## src/rtl/pixel_sample_pkg.sv

```systemverilog
// Package: shared defaults and types for the pixel sample sequencer.
// Assumes: consumers take widths as parameters and use these only as defaults.
package pixel_sample_pkg;

    parameter int unsigned PS_DATA_W = 14;  // conversion result width
    parameter int unsigned PS_BUS_W  = 8;   // output bus width
    parameter int unsigned PS_DLY_W  = 2;   // reference delay setting width

    // Settings captured for the clamp path at each pixel start.
    typedef struct packed {
        logic enable;
        logic upper;
    } clamp_cfg_t;

    // Which half of the result the bus is presenting.
    typedef enum logic {
        PH_LOW  = 1'b0,
        PH_HIGH = 1'b1
    } byte_phase_e;

endpackage

```

## src/rtl/pss_strobe_gen.sv

```systemverilog
// Module: pss_strobe_gen
// Issues the signal-sample strobe one clock after pixel start, and the
// reference-sample strobe dly+1 clocks after that. It flags whether the
// reference comes from the internal source, and reports a pixel start that
// cuts a pending reference short.
// Assumes: pixel start is synchronous to clk. The delay and mode inputs
// only need to be valid at the pixel-start edge.
module pss_strobe_gen #(
    parameter int unsigned DLY_W = pixel_sample_pkg::PS_DLY_W
) (
    input  logic             clk,
    input  logic             rst_n,
    input  logic             start_i,
    input  logic [DLY_W-1:0] dly_i,
    input  logic             cds_en_i,
    output logic             sig_o,
    output logic             ref_o,
    output logic             ref_int_o,
    output logic             err_o
);

    logic             pend_q;
    logic [DLY_W-1:0] cnt_q;
    logic             cds_q;
    logic             fire;
    logic             sig_q;
    logic             ref_q;
    logic             ref_int_q;
    logic             err_q;

    // The pending reference fires when its countdown has reached zero.
    always_comb fire = pend_q && (cnt_q == '0);

    // Countdown state: load on pixel start, count down while pending.
    always_ff @(posedge clk) begin
        if (!rst_n) begin
            pend_q <= 1'b0;
            cnt_q  <= '0;
            cds_q  <= 1'b0;
        end else if (start_i) begin
            pend_q <= 1'b1;
            cnt_q  <= dly_i;
            cds_q  <= cds_en_i;
        end else if (fire) begin
            pend_q <= 1'b0;
        end else if (pend_q) begin
            cnt_q  <= cnt_q - 1'b1;
        end
    end

    // Registered strobes and the error pulse.
    always_ff @(posedge clk) begin
        if (!rst_n) begin
            sig_q     <= 1'b0;
            ref_q     <= 1'b0;
            ref_int_q <= 1'b0;
            err_q     <= 1'b0;
        end else begin
            sig_q     <= start_i;
            ref_q     <= fire;
            ref_int_q <= fire && !cds_q;
            err_q     <= start_i && pend_q && !fire;
        end
    end

    assign sig_o     = sig_q;
    assign ref_o     = ref_q;
    assign ref_int_o = ref_int_q;
    assign err_o     = err_q;

    AST_SIG_AFTER_START: assert property (@(posedge clk) disable iff (!rst_n)
        start_i |=> sig_o);
    AST_REF_WAS_PENDING: assert property (@(posedge clk) disable iff (!rst_n)
        $rose(ref_o) |-> $past(pend_q));
    AST_INT_WITH_REF: assert property (@(posedge clk) disable iff (!rst_n)
        ref_int_o |-> ref_o);
    AST_ERR_CANCELS_REF: assert property (@(posedge clk) disable iff (!rst_n)
        err_o |-> (sig_o && !ref_o));

endmodule

```

## src/rtl/pss_clamp_ctl.sv

```systemverilog
// Module: pss_clamp_ctl
// Captures the clamp request and the rail selection at each pixel start and
// holds them for the whole pixel.
// Assumes: a clamp request is meaningful only when it coincides with pixel start.
module pss_clamp_ctl (
    input  logic clk,
    input  logic rst_n,
    input  logic start_i,
    input  logic clamp_req_i,
    input  logic polarity_i,
    output logic clamp_en_o,
    output logic clamp_hi_o
);

    import pixel_sample_pkg::*;

    clamp_cfg_t cfg_q;

    // Latch the clamp settings for the pixel that this start opens.
    always_ff @(posedge clk) begin
        if (!rst_n) begin
            cfg_q <= '0;
        end else if (start_i) begin
            cfg_q.enable <= clamp_req_i;
            cfg_q.upper  <= polarity_i;
        end
    end

    assign clamp_en_o = cfg_q.enable;
    assign clamp_hi_o = cfg_q.upper;

    AST_CLAMP_HELD: assert property (@(posedge clk) disable iff (!rst_n)
        !start_i |=> $stable(clamp_en_o));
    AST_LEVEL_HELD: assert property (@(posedge clk) disable iff (!rst_n)
        !start_i |=> $stable(clamp_hi_o));

endmodule

```

## src/rtl/pss_byte_mux.sv

```systemverilog
// Module: pss_byte_mux
// Captures the conversion result at pixel start. It puts the upper BUS_W
// bits on the bus for one cycle, then the remaining low bits left-justified
// with zero fill, and holds that byte until the next pixel.
// Assumes: DATA_W > BUS_W and DATA_W <= 2*BUS_W. A pixel lasts at least two
// clocks, or the low byte is overwritten.
module pss_byte_mux #(
    parameter int unsigned DATA_W = pixel_sample_pkg::PS_DATA_W,
    parameter int unsigned BUS_W  = pixel_sample_pkg::PS_BUS_W
) (
    input  logic              clk,
    input  logic              rst_n,
    input  logic              start_i,
    input  logic [DATA_W-1:0] data_i,
    output logic [BUS_W-1:0]  bus_o,
    output logic              hi_o
);

    import pixel_sample_pkg::*;

    localparam int unsigned LO_W = DATA_W - BUS_W;
    localparam int unsigned PAD  = BUS_W - LO_W;
    localparam logic [BUS_W-1:0] PAD_MASK = BUS_W'((1 << PAD) - 1);

    logic [LO_W-1:0]  lo_q;
    logic [BUS_W-1:0] bus_q;
    byte_phase_e      ph_q;

    // Byte sequencer: high byte on pixel start, low byte one cycle later.
    always_ff @(posedge clk) begin
        if (!rst_n) begin
            lo_q  <= '0;
            bus_q <= '0;
            ph_q  <= PH_LOW;
        end else if (start_i) begin
            bus_q <= data_i[DATA_W-1 -: BUS_W];
            lo_q  <= data_i[LO_W-1:0];
            ph_q  <= PH_HIGH;
        end else if (ph_q == PH_HIGH) begin
            bus_q <= BUS_W'(lo_q) << PAD;
            ph_q  <= PH_LOW;
        end
    end

    assign bus_o = bus_q;
    assign hi_o  = (ph_q == PH_HIGH);

    AST_HIGH_ONE_CYCLE: assert property (@(posedge clk) disable iff (!rst_n)
        (hi_o && !start_i) |=> !hi_o);
    AST_LOW_PADDED: assert property (@(posedge clk) disable iff (!rst_n)
        $fell(hi_o) |-> ((bus_o & PAD_MASK) == '0));
    AST_LOW_HELD: assert property (@(posedge clk) disable iff (!rst_n)
        (!hi_o && !start_i) |=> $stable(bus_o));

endmodule

```

## src/rtl/pixel_sample_seq.sv

```systemverilog
// Module: pixel_sample_seq (top)
// Per-pixel sample strobes, clamp control and byte-wide output of the
// conversion result, all paced by the master clock and the pixel-start pulse.
// Assumes: every input is synchronous to clk. Configuration inputs are
// sampled only at pixel start.
module pixel_sample_seq #(
    parameter int unsigned DATA_W = pixel_sample_pkg::PS_DATA_W,
    parameter int unsigned BUS_W  = pixel_sample_pkg::PS_BUS_W,
    parameter int unsigned DLY_W  = pixel_sample_pkg::PS_DLY_W
) (
    input  logic              clk,
    input  logic              rst_n,
    input  logic              pix_start_i,
    input  logic              clamp_req_i,
    input  logic [DLY_W-1:0]  ref_dly_i,
    input  logic              cds_en_i,
    input  logic              polarity_i,
    input  logic [DATA_W-1:0] conv_data_i,
    output logic              samp_sig_o,
    output logic              samp_ref_o,
    output logic              ref_int_o,
    output logic              clamp_en_o,
    output logic              clamp_hi_o,
    output logic [BUS_W-1:0]  data_o,
    output logic              byte_hi_o,
    output logic              timing_err_o
);

    pss_strobe_gen #(.DLY_W(DLY_W)) u_strobe (
        .clk       (clk),
        .rst_n     (rst_n),
        .start_i   (pix_start_i),
        .dly_i     (ref_dly_i),
        .cds_en_i  (cds_en_i),
        .sig_o     (samp_sig_o),
        .ref_o     (samp_ref_o),
        .ref_int_o (ref_int_o),
        .err_o     (timing_err_o)
    );

    pss_clamp_ctl u_clamp (
        .clk         (clk),
        .rst_n       (rst_n),
        .start_i     (pix_start_i),
        .clamp_req_i (clamp_req_i),
        .polarity_i  (polarity_i),
        .clamp_en_o  (clamp_en_o),
        .clamp_hi_o  (clamp_hi_o)
    );

    pss_byte_mux #(.DATA_W(DATA_W), .BUS_W(BUS_W)) u_bytes (
        .clk     (clk),
        .rst_n   (rst_n),
        .start_i (pix_start_i),
        .data_i  (conv_data_i),
        .bus_o   (data_o),
        .hi_o    (byte_hi_o)
    );

    AST_HIGH_WITH_SIG: assert property (@(posedge clk) disable iff (!rst_n)
        samp_sig_o |-> byte_hi_o);

endmodule

```

## config.mk

```make
export PLATFORM = sky130hd
export DESIGN_NAME = pixel_sample_seq
export DESIGN_NICKNAME = d
export VERILOG_FILES = /design/src/rtl/pixel_sample_pkg.sv /design/src/rtl/pss_strobe_gen.sv /design/src/rtl/pss_clamp_ctl.sv /design/src/rtl/pss_byte_mux.sv /design/src/rtl/pixel_sample_seq.sv
export SDC_FILE = /design/constraint.sdc
export NUM_CORES = 1
export LEC_CHECK = 0
export BUFFER_PORTS_ARGS = -buffer_cell sky130_fd_sc_hd__buf_2
export CELL_PAD_IN_SITES_DETAIL_PLACEMENT = 1
export CELL_PAD_IN_SITES_GLOBAL_PLACEMENT = 1
export CORE_MARGIN = 2
export CORE_UTILIZATION = 36
export DETAILED_ROUTE_END_ITERATION = 6
export GPL_TIMING_DRIVEN = 0
export PLACE_DENSITY = 0.76
export SLEW_MARGIN = 20
export SYNTH_ARGS = -nofsm -noshare
export SYNTH_HDL_FRONTEND = slang
export SYNTH_HIERARCHICAL = 1
export SYNTH_SLANG_ARGS = --single-unit
```

## constraint.sdc

```tcl
create_clock -name clk -period 1.45 [get_ports clk]
set_input_delay 0 -clock clk [delete_from_list [all_inputs] [get_ports clk]]
set_output_delay 0 -clock clk [all_outputs]
set_load 0.01 [all_outputs]
```

After elaboration in Yosys (flattened, before gate mapping). Cells that the tools add are included.

Register bits: 25. Output and inout port bits: 15. Word-level logic and storage cells: 33.

Add/sub/neg operators: 1. Eq/ne operators: 1. Mux-type cells: 8. Reductions and logical operators: 11.

Operators by type and width (count): 8-bit two-way mux (2); 2-bit two-way mux (3); 2-bit nonzero test (3); 1-bit logical AND (4); 1-bit two-way mux (3); 1-bit logical NOT (2); 2-bit logical NOT (1); 2-bit inequality test (second input constant) (1); 2-bit AND reduction (1); 2-bit by 1-bit subtractor with 2-bit output (second input constant) (1).

Logic depth before layout (Yosys ltp). Gate-level depths: netlist of run 1.

Depth after elaboration: 4. Depth in mapped cells: 5. Gate-level depth less buffers: 5.

Cells and area by module. The synthesis of run 1 kept the hierarchy.

By module, submodules not included: pss_byte_mux (times used 1, cells an instance 56, area each 663.1 sq um); pss_strobe_gen (times used 1, cells an instance 27, area each 294.0 sq um); pss_clamp_ctl (times used 1, cells an instance 6, area each 72.6 sq um).

Worst setup path before layout of run 1. OpenSTA, ideal clock, no wires.

Path kind: reg2reg. From: register u_bytes.ph_q, in the netlist u_bytes/hi_o. To: register u_bytes.bus_q[2], in the netlist u_bytes/bus_o[2]. Arrival time: 1006 ps. Required time: 1334 ps. Slack: 328 ps. Stages on the path, launching flop included: 4. Period minus slack after synthesis: 1122 ps. Cells stage by stage: dfxtp_1 -> buf_6 -> mux2_4 -> o211a_1.

Cells in the longest elaborated chain, start to end: 1.

RTL lines: start, declared (line pss_byte_mux.sv:27) `byte_phase_e ph_q;`; start signal, assigned (line pss_byte_mux.sv:34) `ph_q <= PH_LOW;`; start signal, assigned (line pss_byte_mux.sv:38) `ph_q <= PH_HIGH;`; start signal, assigned (line pss_byte_mux.sv:41) `ph_q <= PH_LOW;`; 2-bit nonzero test (no source line); end signal, assigned (line pss_byte_mux.sv:36) `bus_q <= data_i[DATA_W-1 -: BUS_W];`; end signal, assigned (line pss_byte_mux.sv:40) `bus_q <= BUS_W'(lo_q) << PAD;`; end, declared (line pss_byte_mux.sv:26) `logic [BUS_W-1:0] bus_q;`.

No other way between the ends. A chain may end at the register's enable or synchronous reset.

Worst setup path after layout of run 1.
From: register u_strobe.cnt_q[0]. To: register u_strobe.cnt_q[1].

Cells in the longest elaborated chain, start to end: 4. Elaborated cells on any way between the ends: 8.

RTL lines: start, declared (line pss_strobe_gen.sv:23) `logic [DLY_W-1:0] cnt_q;`; start signal, assigned (line pss_strobe_gen.sv:42) `cnt_q <= dly_i;`; start signal, assigned (line pss_strobe_gen.sv:47) `cnt_q <= cnt_q - 1'b1;`; 2-bit by 1-bit subtractor with 2-bit output / 2-bit logical NOT (equally long branches) (line pss_strobe_gen.sv:47, pss_strobe_gen.sv:32); 2-bit two-way mux / 1-bit logical AND (equally long branches) (line pss_strobe_gen.sv:46, pss_strobe_gen.sv:32); 2-bit two-way mux / 2-bit inequality test (equally long branches); 2-bit two-way mux / 2-bit AND reduction (equally long branches).

Several ways; a longest one is shown, not always the timed one. The select of a mux whose other input is x is not followed.

==> key figures, run 1 <==
Timing
  – Max Transition Viols Final: 0
  – Slack of the critical path: 0.298 ns
  – Max frequency: 868 MHz
  – Final Skew: 0.00630 ns
  – Hold Vio Cnt, Final: 0
  – RSZ-0062 raised after global routing: false
  – Final Critical Period: 1.15 ns
  – Final period util: 0.794
  – Worst slew pin tran: 0.396 ns
  – WHS: roughly 0.008 ns
  – Rel. slew slack: 0.736
  – Setup-failing EPs final: 0
  – Final setup TNS: 0 ns

Placed design
  – Dpl cell area: 1250 um^2
  – DP HPWL: 1670 um
  – Routability-driven placement congestion ratio: 0.709
  – Setup WS pre-CTS: 0.305 ns
  – Port bufs: 36
  – Cells after DPL: 156

Clocking
  – CTS root buffer: clkbuf_4
  – Max clock buf depth: 2
  – CTS tree: built
  – Clock H-tree levels: 1
  – Num CTS Buffers: 3
  – Worst skew pair latency: 0.31 ns
  – Reg clk slew, reported paths: between 0.1 and 0.15 ns
  – Number of gates resized after CTS: 0
  – Clock Sinks: 25

Finish
  – Layout cells sized above 1: 0.373
  – Register Area: roughly 500 um^2
  – Post-route insts no fill: 173
  – Most frequent cells in the layout: buf_2 (37), dfxtp_1 (25), dlygate4sd3_1 (13)
  – Number of fill cells: 317
  – Most common cell after layout, fill and taps aside: buf_2
  – Finished Cell Area: between 1000 and 1500 um^2
  – Final core occ: 0.514
  – P&R area growth vs syn: 36.6%
  – Multi-input combinational cell area: 490 um^2
  – Fin nets: ~170
  – Antenna cells: 0

Floorplanning
  – Die area: 3300 um^2
  – Core Box Area: 2730 um^2
  – Die Ht: 57.5 um
  – IO Count: 37
  – Row cnt: 19
  – Initial core utilization: 0.377
  – Die width: approximately 57 um

Drt
  – Drt first pass iters: 2
  – Via density: around 4.8
  – Antenna-violating nets left: 0
  – Vias: 824
  – Routed WL: 2350 um
  – DR DRC count: 0
  – Avg WL per Cell: 13.6 um
  – Initial DRC count: 17

Synthesis
  – Mapped Cells: between 80 and 90
  – Ys Warns: 6
  – Seq/Total Area, Yosys: 0.486
  – Dominant cells by area after synthesis: dfxtp_1 (49%), mux2i_1 (8.7%), mux2_4 (8.7%), nor2b_1 (6.1%), o211a_1 (5.8%)
  – Synth area leader: dfxtp_1
  – Post-Synthesis Cell Area: 1030 um^2
  – Compound-cell area share of the yosys netlist: 0.108
  – Synth Area in XOR/XNOR: 0.00851
  – Number of library cell types mapped by synthesis: 27
  – Simple-gate share of the synthesized area: 0.173
  – Post-synth top area share: 0.486
  – Post-synthesis mux area share: 0.175
  – Flops & latches, synth: 25
  – Net Count, Synth: 112
  – Combinational family with the most area after synthesis: multiplexers
  – Syn avg cell area: 11.6 um^2
  – Adder-cell area share of the yosys netlist: 0.0122

Pwr
  – Total power draw: 1.28 mW
  – Leak Pwr: 0.711 nW
  – Max VDD drop: between 500 and 600 uV
  – PwrDens: about 910 nW/um^2

Critical path
  – R2R setup slack: around 0.3 ns
  – CP required: ~1.7 ns
  – Delay-heaviest family, CP: flip-flops
  – Crit path capture type: flip-flop
  – CP Data Arrival Time: 1.39 ns
  – Critical path class: flip-flop to flip-flop
  – Crit path buffers/inverters: 1
  – Setup crit start kind: flip-flop
  – Critical path's largest stage delay: 0.37 ns
  – CP max FO: 4
  – CP cell instances: inv_1, ha_1, nor2b_4, o211ai_1, a21boi_0
  – Slowest-stage cell, CP: dfxtp_1

Worst hold path
  – Worst min path class: input pin to flip-flop

GRT
  – GR Util All Layers: 0.160
  – Initial antenna violation count: 0
  – Via count of the first global-routing pass: 921
  – Gr ovfl total: 0
  – First-pass GRT wire length: 4080 um
  – Largest net degree at the start of global routing: 15

Job
  – Max-Cap Viols: 0

Status
  – Status: finished, final reports clean
==> synthesized netlist by cell type <==
library cell / number
dfxtp_1: 25
nor2b_1: 10
mux2i_1: 9
mux2_4: 6
nand2b_1: 6
o211a_1: 6
inv_1: 3
nand2_1: 3
and2_1: 2
or3b_1: 2
a21boi_0: 1
a21boi_1: 1
a21boi_2: 1
a21oi_1: 1
and2_2: 1
and3_2: 1
buf_2: 1
buf_4: 1
buf_6: 1
clkbuf_1: 1
ha_1: 1
nand3b_1: 1
nor2b_4: 1
o211ai_1: 1
o21a_1: 1
o21ai_0: 1
xnor2_1: 1
==> routing by layer <==
metal / vias up / track usage / share of wire / wire, um
met1: 388 / 0.193 / 0.43 / 1010
met2: 26 / 0.289 / 0.51 / 1200
met4: 0 / 0.0498 / 0.0055 / 13
met3: 2 / 0.0272 / 0.057 / 134
li1: 408 / - / - / -
met5: - / 0 / 0 / 0
==> power breakdown <==
part           internal, mW  leakage (nW)  switching, mW
Sequential            0.729         0.207         0.0210
Combinational         0.136         0.486         0.0965
Clock                 0.103        0.0177          0.197
Total                 0.967         0.711          0.315
==> sequential cells by signal, indices dropped and copies added, names as in the netlist <==
name / cells
u_bytes/bus_o: 8
u_bytes/lo_q: 6
u_strobe/cnt_q: 2
u_bytes/hi_o: 1
u_clamp/clamp_en_o: 1
u_clamp/clamp_hi_o: 1
u_strobe/cds_q: 1
u_strobe/err_o: 1
u_strobe/pend_q: 1
u_strobe/ref_int_o: 1
u_strobe/ref_o: 1
u_strobe/sig_o: 1
==> cells by family after synthesis <==
family / count (synthesis)
adder cells (fa/ha/maj): 1
AO/OA/AOI/OAI: 13
XOR/XNOR: 1
buffers and inverters: 7
multiplexers: 15
AND/OR/NAND/NOR: 27
flip-flops: 25
==> worst reg2reg max path, stage by stage (launching register included) <==
cell and delay, ns:
dfxtp_1 0.37, inv_1 0.06, ha_1 0.24, nor2b_4 0.17, o211ai_1 0.09, a21boi_0 0.17
==> cell type report <==
class / count / area share
sequential: 25 / 0.356
multi-input combinational: 57 / 0.349
timing repair buffer: 49 / 0.221
tap: 31 / 0.0276
buffer: 4 / 0.0196
clock buffer: 3 / 0.0160
inverter: 3 / 0.00801
clock inverter: 1 / 0.00356
==> worst paths after layout <==
path	startpoint	end	depth (start not counted)
setup reg to reg	u_strobe/cnt_q[0]$_SDFFE_PN0P_	u_strobe/cnt_q[1]$_SDFFE_PN0P_	5
hold / removal	conv_data_i[10]	u_bytes/bus_o[4]$_SDFFE_PN0P_	3
setup / recovery	u_strobe/cnt_q[0]$_SDFFE_PN0P_	u_strobe/cnt_q[1]$_SDFFE_PN0P_	5
hold reg to reg	u_strobe/cds_q$_SDFFE_PN0P_	u_strobe/ref_int_o$_SDFF_PN0_	1
==> timing repair <==
item | in CTS | in global routing
endpoints found under the hold margin | 13 | 0
setup buffers | 0 | 0
hold buffers | 13 | 0
Note: power is estimated with default switching activity, not from simulation.
==> run 2: changes to the inputs <==
CORE_UTILIZATION = 33   (was 36)
PLACE_DENSITY = 0.74   (was 0.76)
clock period = 0.9 ns   (was 1.45 ns; I/O delays follow)
==> key figures, run 2 (same netlist as run 1, synthesis figures left out) <==
Pwr
  – Clk pwr share: 0.234
  – Sw frac: 0.251
  – Sw power: 0.539 mW
  – Max VDD drop: 698 uV
  – PwrDens: 1400 nW/um^2
  – Leak Pwr: 0.759 nW
  – Comb power frac: 0.203
  – Internal power: 1.61 mW
  – Seq pwr share: 0.563

Timing
  – Worst slew pin tran: 0.402 ns
  – Setup-failing EPs final: 13
  – Final Skew: 0.00702 ns
  – Max Transition Viols Final: 0
  – Rel. slew slack: 0.732
  – Final Critical Period: 1.11 ns
  – Max frequency: 901 MHz
  – RSZ-0062 raised after global routing: true
  – Hold Vio Cnt, Final: 0
  – Final period util: 1.23
  – Slack of the critical path: -0.209 ns

Floorplanning
  – Die width: approximately 60 um
  – Initial core utilization: 0.343
  – Die area: approximately 3600 um^2
  – Core Box Area: 3000 um^2
  – Die Ht: 59.9 um
  – Row cnt: 20
  – IO Count: 37

Clocking
  – Worst skew pair latency: between 0.3 and 0.4 ns
  – Clock H-tree levels: 1
  – CTS root buffer: clkbuf_4
  – Clock Sinks: 25
  – Num CTS Buffers: 3
  – Reg clk slew, reported paths: roughly 0.14 ns
  – Max clock buf depth: 2
  – CTS tree: built

Finish
  – Layout cells sized above 1: 0.417
  – Most common cell after layout, fill and taps aside: buf_2
  – Fin nets: 175
  – Antenna cells: 0
  – Max reg flops: 8
  – Final core occ: 0.510
  – Most frequent cells in the layout: buf_2 (37), dfxtp_1 (22), dlygate4sd3_1 (19)
  – Finished Cell Area: 1530 um^2
  – P&R area growth vs syn: 48.7%

Drt
  – Antenna-violating nets left: 0
  – Routed WL: 2420 um
  – Via density: 4.67
  – Vias: roughly 860
  – Initial DRC count: 11
  – Avg WL per Cell: around 13 um
  – DR DRC count: 0
  – Drt first pass iters: 4

GRT
  – Via count of the first global-routing pass: between 900 and 1k
  – Largest net degree at the start of global routing: 15
  – Initial antenna violation count: 0
  – Gr ovfl total: 0
  – GR Util All Layers: 0.147
  – First-pass GRT wire length: a little under 4000 um

Placed design
  – Dpl cell area: 1270 um^2
  – Port bufs: 36
  – DP HPWL: 1570 um
  – Routability-driven placement congestion ratio: approximately 0.70

Critical path
  – CP required: 1.13 ns
  – Crit path capture type: flip-flop
  – Critical path class: flip-flop to flip-flop
  – CP Data Arrival Time: roughly 1.3 ns
  – Setup crit start kind: flip-flop
  – CP max FO: 8

Status
  – Failing checks: setup timing
  – Status: finished, violations left

Job
  – Max-Cap Viols: 0

Worst hold path
  – Worst min path class: input pin to flip-flop
## run 2: cell types whose count changed in the layout (fill, tap and decap cells not counted), sizes merged
cell / before / now
buf: 39 / 42
dlygate4sd3: 13 / 19
## run 2: worst paths after layout
| path | from | endpoint | slack (ns) | cells past startpoint |
|---|---|---|---|---|
| max | u_bytes/hi_o$_SDFF_PN0_ | u_bytes/bus_o[3]$_SDFFE_PN0P_ | -0.21 | 3 |
| max reg2reg | u_bytes/hi_o$_SDFF_PN0_ | u_bytes/bus_o[3]$_SDFFE_PN0P_ | -0.21 | 3 |
| min reg2reg | u_strobe/cds_q$_SDFFE_PN0P_ | u_strobe/ref_int_o$_SDFF_PN0_ | 0.43 | 1 |
| min | rst_n | u_strobe/pend_q$_SDFFE_PN0P_ | 0.008 | 2 |
## run 2: what timing repair did
action / 4_1_cts / 5_1_grt
resized for setup: 4 / 2
setup buffers: 3 / 0
hold endpoints to repair: 19 / 0
setup endpoints to repair: 12 / 13
hold buffers: 19 / 0
pin swaps: 0 / 3
## run 2: worst max-delay path, cell delays in order, from the launching register on
cell     delay [ns]
dfxtp_2        0.37
buf_8          0.14
mux2_4         0.30
o211a_1        0.20
## run 2: stage by stage
stage	cells	setup TNS, ns	setup slack, ns	total power [mW]	hold WS [ns]
2_1_floorplan	89	-1.33	-0.175	1.45	0.118
3_3_place_gp	158	-1.43	-0.173	1.56	0.255
3_5_place_dp	158	-1.69	-0.196	1.58	0.267
4_1_cts	184	-1.98	-0.219	2.17	0.0111
5_1_grt	184	-2.72	-0.268	2.28	0.0129
6_report	184	-2.07	-0.209	2.15	0.00785
## run 2: final cells by class
class | count | area, um^2
plain buffers | 4 | 31.3
clock buffers | 3 | 22.5
clock inverters | 1 | 5.00
fillers | 349 | 1470
inverters | 3 | 11.3
multi-input cells | 57 | 515
flip-flops and latches | 25 | 504
well taps | 33 | 41.3
repair buffers | 58 | 400
## run 2: power by group through the flow
| stage | Clock (mW) | Sequential (mW) | Combinational, mW |
|---|---|---|---|
| global route | 0.584 | 1.22 | 0.474 |
| floorplan | 0 | 1.25 | 0.196 |
| detailed placement | 0 | 1.23 | 0.349 |
| finish | 0.502 | 1.21 | 0.435 |
| CTS | 0.532 | 1.21 | 0.431 |
| global placement | 0 | 1.23 | 0.334 |
## run 2: metal layers
metal | GRT usage | vias up | share of wire
met3 | 0.0325 | 4 | 0.060
li1 | - | 427 | -
met1 | 0.155 | 400 | 0.39
met5 | 0 | - | 0
met2 | 0.270 | 28 | 0.53
met4 | 0.0762 | 0 | 0.018
